===== src/rtl/pal_pkg.sv =====
package pal_pkg;
  typedef enum logic {
    CFG_FUSE = 1'b0,
    CFG_MODE = 1'b1
  } cfg_kind_e;

  typedef struct packed {
    logic oe;
    logic reg_sel;
  } mc_mode_t;
endpackage


===== src/rtl/pal_term_array.sv =====
module pal_term_array #(
  parameter int N_VAR = 12,
  parameter int N_PT  = 16,
  localparam int LIT_W = 2 * N_VAR
) (
  input  logic [N_VAR-1:0]            vars,
  input  logic [N_PT-1:0][LIT_W-1:0]  fuses,
  output logic [N_PT-1:0]             pt
);
  logic [LIT_W-1:0] lit;

  for (genvar v = 0; v < N_VAR; v++) begin : g_lit
    assign lit[2*v]   = vars[v];
    assign lit[2*v+1] = ~vars[v];
  end

  for (genvar t = 0; t < N_PT; t++) begin : g_term
    assign pt[t] = (|fuses[t]) & (&(~fuses[t] | lit));
  end
endmodule


===== src/rtl/pal_macrocell.sv =====
module pal_macrocell
  import pal_pkg::*;
#(
  parameter int PT_PER = 4
) (
  input  logic              clk,
  input  logic              rst_n,
  input  logic [PT_PER-1:0] pt_grp,
  input  mc_mode_t          mode,
  output logic              pin_data,
  output logic              pin_oe,
  output logic              fb_q
);
  logic or_val;
  logic q_d;
  logic q_r;
  logic seen_clk;

  always_comb begin
    or_val = |pt_grp;
    q_d    = or_val;
  end

  always_ff @(posedge clk or negedge rst_n) begin
    if (!rst_n) begin
      q_r <= 1'b0;
    end else begin
      q_r <= q_d;
    end
  end

  always_ff @(posedge clk or negedge rst_n) begin
    if (!rst_n) seen_clk <= 1'b0;
    else        seen_clk <= 1'b1;
  end

  assign pin_data = mode.reg_sel ? q_r : or_val;
  assign pin_oe   = mode.oe;
  assign fb_q     = q_r;

  // registered path shows the OR value of the previous edge
  a_r6_reg_path: assert property (@(posedge clk) disable iff (!rst_n)
    (seen_clk && mode.reg_sel) |-> (pin_data == $past(or_val)));
endmodule


===== src/rtl/pal_macro_array.sv =====
module pal_macro_array
  import pal_pkg::*;
#(
  parameter int N_IN   = 8,
  parameter int N_MC   = 4,
  parameter int PT_PER = 4,
  localparam int N_VAR = N_IN + N_MC,
  localparam int LIT_W = 2 * N_VAR,
  localparam int N_PT  = N_MC * PT_PER,
  localparam int AW    = (N_PT > 1) ? $clog2(N_PT) : 1
) (
  input  logic             clk,
  input  logic             rst_n,
  input  logic [N_IN-1:0]  din,
  input  logic             cfg_we,
  input  logic             cfg_kind,
  input  logic [AW-1:0]    cfg_addr,
  input  logic [LIT_W-1:0] cfg_data,
  output logic [N_MC-1:0]  dout,
  output logic [N_MC-1:0]  dout_oe
);
  logic [N_PT-1:0][LIT_W-1:0] fuse_q, fuse_d;
  mc_mode_t [N_MC-1:0]        mode_q, mode_d;
  logic [N_PT-1:0]            fuse_wr;
  logic [N_MC-1:0]            mode_wr;
  logic [N_MC-1:0]            fb;
  logic [N_VAR-1:0]           vars;
  logic [N_PT-1:0]            pt;

  // configuration write decode and next state
  always_comb begin
    fuse_d = fuse_q;
    mode_d = mode_q;
    for (int t = 0; t < N_PT; t++) begin
      fuse_wr[t] = cfg_we && (cfg_kind == CFG_FUSE) && (cfg_addr == AW'(t));
      if (fuse_wr[t]) fuse_d[t] = cfg_data;
    end
    for (int m = 0; m < N_MC; m++) begin
      mode_wr[m] = cfg_we && (cfg_kind == CFG_MODE) && (cfg_addr == AW'(m));
      if (mode_wr[m]) begin
        mode_d[m].reg_sel = cfg_data[0];
        mode_d[m].oe      = cfg_data[1];
      end
    end
  end

  always_ff @(posedge clk or negedge rst_n) begin
    if (!rst_n) begin
      fuse_q <= '0;
      mode_q <= '0;
    end else begin
      fuse_q <= fuse_d;
      mode_q <= mode_d;
    end
  end

  assign vars = {fb, din};

  pal_term_array #(.N_VAR(N_VAR), .N_PT(N_PT)) u_terms (
    .vars  (vars),
    .fuses (fuse_q),
    .pt    (pt)
  );

  for (genvar m = 0; m < N_MC; m++) begin : g_mc
    pal_macrocell #(.PT_PER(PT_PER)) u_mc (
      .clk      (clk),
      .rst_n    (rst_n),
      .pt_grp   (pt[m*PT_PER +: PT_PER]),
      .mode     (mode_q[m]),
      .pin_data (dout[m]),
      .pin_oe   (dout_oe[m]),
      .fb_q     (fb[m])
    );

    // mode write lands on the enable port one cycle later
    a_r9_mode_write: assert property (@(posedge clk) disable iff (!rst_n)
      (cfg_we && cfg_kind == CFG_MODE && int'(cfg_addr) == m)
      |=> (dout_oe[m] == $past(cfg_data[1])));
  end

  for (genvar t = 0; t < N_PT; t++) begin : g_chk
    // a term with no connected literal stays low
    a_r2_empty_term: assert property (@(posedge clk) disable iff (!rst_n)
      (fuse_q[t] == '0) |-> (pt[t] == 1'b0));
  end

  // enables move only on a mode write
  a_r8_oe_hold: assert property (@(posedge clk) disable iff (!rst_n)
    !(cfg_we && cfg_kind == CFG_MODE) |=> $stable(dout_oe));

  // out-of-range mode address leaves every cell alone
  a_r10_bad_addr: assert property (@(posedge clk) disable iff (!rst_n)
    (cfg_we && cfg_kind == CFG_MODE && int'(cfg_addr) >= N_MC)
    |=> $stable(dout_oe));
endmodule


===== config.mk =====
export PLATFORM = sky130hd
export DESIGN_NAME = pal_macro_array
export DESIGN_NICKNAME = d
export VERILOG_FILES = /design/src/rtl/pal_pkg.sv /design/src/rtl/pal_term_array.sv /design/src/rtl/pal_macrocell.sv /design/src/rtl/pal_macro_array.sv
export SDC_FILE = /design/constraint.sdc
export NUM_CORES = 1
export LEC_CHECK = 0
export BUFFER_PORTS_ARGS = -buffer_cell sky130_fd_sc_hd__buf_2
export CAP_MARGIN = 20
export CORE_ASPECT_RATIO = 1.25
export CORE_MARGIN = 5
export CORE_UTILIZATION = 46
export DETAILED_ROUTE_END_ITERATION = 10
export GPL_ROUTABILITY_DRIVEN = 0
export PLACE_DENSITY_LB_ADDON = 0.3
export SLEW_MARGIN = 20
export SYNTH_ARGS = -nofsm -noshare
export SYNTH_HDL_FRONTEND = slang
export SYNTH_SLANG_ARGS = --single-unit

===== constraint.sdc =====
create_clock -name clk -period 2.05 [get_ports clk]
set_clock_uncertainty 0.15 [all_clocks]
set_input_delay 0.41 -clock clk [delete_from_list [all_inputs] [get_ports clk]]
set_output_delay 0.41 -clock clk [all_outputs]
set_load 0.02 [all_outputs]

==> flow_metrics.env <==
export IMPL_grt_max_degree=53
export IMPL_peakVddDrop_mv=0.5766
export IMPL_cp_startpoint="fuse_q[94]"
export IMPL_core_um2=39220
export IMPL_dr_total_vias=12480
export IMPL_ys_ff_latch=396
export IMPL_netlist_area_um2=18290
export IMPL_cts_inserted_buffers=39
export IMPL_wl_per_cell_um=24.97
export IMPL_r2r_start="fuse_q[217]"
export IMPL_timing_rr_end="g_mc[2].u_mc.fb_q"
export IMPL_pin_count=48
export IMPL_r2r_cells=6
export IMPL_fill_cells=3112
export IMPL_track_usage_pct=24.54
export IMPL_synth_largest_area_cell="dfrtp_1"
export IMPL_fin_crit_ns=2.922
export IMPL_rows=81
export IMPL_grt_antenna_before_repair=0
export IMPL_clk_path_buf_depth=3
export IMPL_fin_cells=2131
export IMPL_relSlewSlack_pct=49.11
export IMPL_violations="setup timing"
export IMPL_drt_iter0_markers=901
export IMPL_multi_input_area_um2=8223
export IMPL_root_buffer="clkbuf_16"
export IMPL_dp_cells=2058
export IMPL_yosys_cell_types_count=23
export IMPL_p_leak_nw=10.73
export IMPL_yosysTopAreaCellShare_pct=54.18
export IMPL_crit_type="flip-flop to output pin"
export IMPL_total_power_mw=23.98
export IMPL_grt_pass1_wl_um=81400
export IMPL_cp_start_kind="flip-flop"
export IMPL_drive_above_1_share_pct=51.47
export IMPL_status="finished, violations left"
export IMPL_setup_ws_ns=-0.8719
export IMPL_hp_class="input port to asynchronous set/reset pin"
export IMPL_drv_cap=0
export IMPL_crit_fanout=2
export IMPL_period_share_pct=142.5
export IMPL_powerDensity_nw_per_um2=1042
export IMPL_syn_area_per_cell_um2=13.88
export IMPL_clk_insertion_delay_late_ns=0.54
export IMPL_crit_chain="nor4_4 -> and4_1 -> nand3_1 -> a22o_1 -> o31a_1 -> buf_6"
export IMPL_synth_warnings=0
export IMPL_crit_slowest_cell="dfrtp_1"
export IMPL_fin_util_pct=58.65
export IMPL_netlist_instances=1318
export IMPL_setup_violations_final=4
export IMPL_start_util_pct=46.63
export IMPL_dpl_hpwl_um=34140
export IMPL_r2r_slack_ns=0.11
export IMPL_dieArea_um2=43870
export IMPL_regArea_um2=9912
export IMPL_clock_sinks=396
export IMPL_tritoncts="built"
export IMPL_final_nets=1646
export IMPL_cp_data_required_time_ns=1.49
export IMPL_ant_nets=0
export IMPL_die_y_um=232.9
export IMPL_final_max_slew_viol_count=0
export IMPL_path_delay_family="simple AND/OR/NAND/NOR gates"
export IMPL_hold_viol=0
export IMPL_fmax_mhz=342.2
export IMPL_worst_path_buf_inv=1
export IMPL_first_pass_iters=5
export IMPL_seq_area_frac_synth_pct=54.18
export IMPL_finalSetupTns_ns=-3.413
export IMPL_cp_end_kind="output pin"
export IMPL_routed_wl_um=53220
export IMPL_via_per_inst=5.854
export IMPL_grt_pass1_vias=13380
export IMPL_remaining_drc_errors=0
export IMPL_htree_levels=2
export IMPL_synth_net_count=1358
export IMPL_worst_slew_pin_slew_ns=0.7634
export IMPL_clkTransAtPathRegs_ns=0.06
export IMPL_grt_overflow=0
export IMPL_area_growth_pct=25.79
export IMPL_crit_arrival_ns=2.36
export IMPL_die_x_um=188.3
export IMPL_crit_path_max_incr_delay_ns=0.41
export IMPL_io_buffers=47
export IMPL_synthTopCellsByArea="dfrtp_1 (54%), mux2_2 (23%), mux2i_1 (11%)"
export IMPL_rsz0062_at_grt="true"
==> per-stage QoR <==
stage                     hold slack, ns  cell area (um2)  setup WS, ns
after floorplan                 -0.03559            18470      -0.02728
after detailed placement          0.2567            21350       -0.5616
after global placement            0.2558            21350       -0.5349
after global routing              0.2990            23000       -0.9660
final                             0.2858            23000       -0.8719
after CTS                         0.2726            22880       -0.8902
==> synth_stat cells (all sizes together) <==
cell type / count
dfrtp: 396
mux2: 392
mux2i: 192
nor4: 97
buf: 67
nand4: 49
clkbuf: 27
nor3: 18
nand3: 17
and4: 16
nand2: 15
a22o: 8
nor2b: 5
nand2b: 4
o31a: 4
or2: 4
nor2: 3
nor3b: 3
and3b: 1
==> worst max path at each step <==
stage                     endpoint  depth (start not counted)  slack [ns]
after global placement     dout[2]                          8       -0.53
after global routing       dout[0]                          8       -0.97
after floorplan            dout[1]                          8       -0.03
final                      dout[0]                          6       -0.87
after CTS                  dout[1]                          6       -0.89
after detailed placement   dout[2]                          8       -0.56
==> sequential cells by signal, indices dropped and copies added (netlist names) <==
name and count:
fuse_q 384, g_mc.u_mc.fb_q 4, mode_q 8
==> cell usage in the layout (no fill, tap or decap), types with 2 or more instances in the layout <==
master / n
a22o_1: 8
and4_1: 16
buf_12: 41
buf_2: 42
buf_4: 247
buf_6: 7
buf_8: 3
clkbuf_1: 7
clkbuf_16: 41
clkbuf_8: 8
clkinv_2: 8
clkinvlp_4: 3
dfrtp_1: 394
dfrtp_2: 2
mux2_1: 20
mux2_2: 372
mux2i_1: 176
mux2i_2: 12
mux2i_4: 4
nand2_1: 15
nand2b_1: 4
nand3_1: 12
nand3_2: 5
nand4_1: 49
nor2_1: 2
nor2b_1: 2
nor2b_2: 3
nor3_1: 8
nor3_2: 9
nor3b_4: 2
nor4_1: 73
nor4_2: 23
o31a_1: 4
or2_2: 4
==> area by class of cell <==
class	instances	area share (%)
Antenna cell	1	0.01088
Clock buffer	56	5.053
Clock inverter	11	0.2719
Multi-Input combinational cell	828	35.74
Sequential cell	396	43.09
Tap cell	498	2.709
Timing Repair Buffer	341	13.12
==> what timing repair did <==
item	in CTS	in global routing
pin swaps	16	19
setup buffers	1	3
endpoints found under the setup margin	5	4
hold endpoints to repair	39	0
gates resized for setup	59	20
hold buffers	1	0
==> power by group <==
part	internal [mW]	leakage (nW)	switching [mW]	total, mW
combinational	3.72	5.06	2.80	6.52
sequential	9.37	5.06	1.17	10.5
clock	3.94	0.603	2.99	6.93
==> layer usage <==
| metal | up-vias | global-route usage, % | part of all wire, % | routed length [um] |
|---|---|---|---|---|
| met3 | 132 | 3.616 | 5.2 | 2741 |
| met5 | - | 0 | 0 | 0 |
| met4 | 0 | 10.64 | 4.9 | 2617 |
| met1 | 6444 | 32.14 | 42 | 22490 |
| met2 | 335 | 40.92 | 48 | 25370 |
| li1 | 5564 | - | - | - |
==> kinds of logic (layout without fill, tap and decap cells) <==
logic type,Yosys count,after routing,share of synthesized area (%)
buf+inv,94,408,2.771
other cells,0,1,0
mux,584,584,34.64
compound gates,12,12,0.5747
simple gates,232,232,7.826
flops,396,396,54.18
Note: power is estimated with default switching activity, not from simulation.
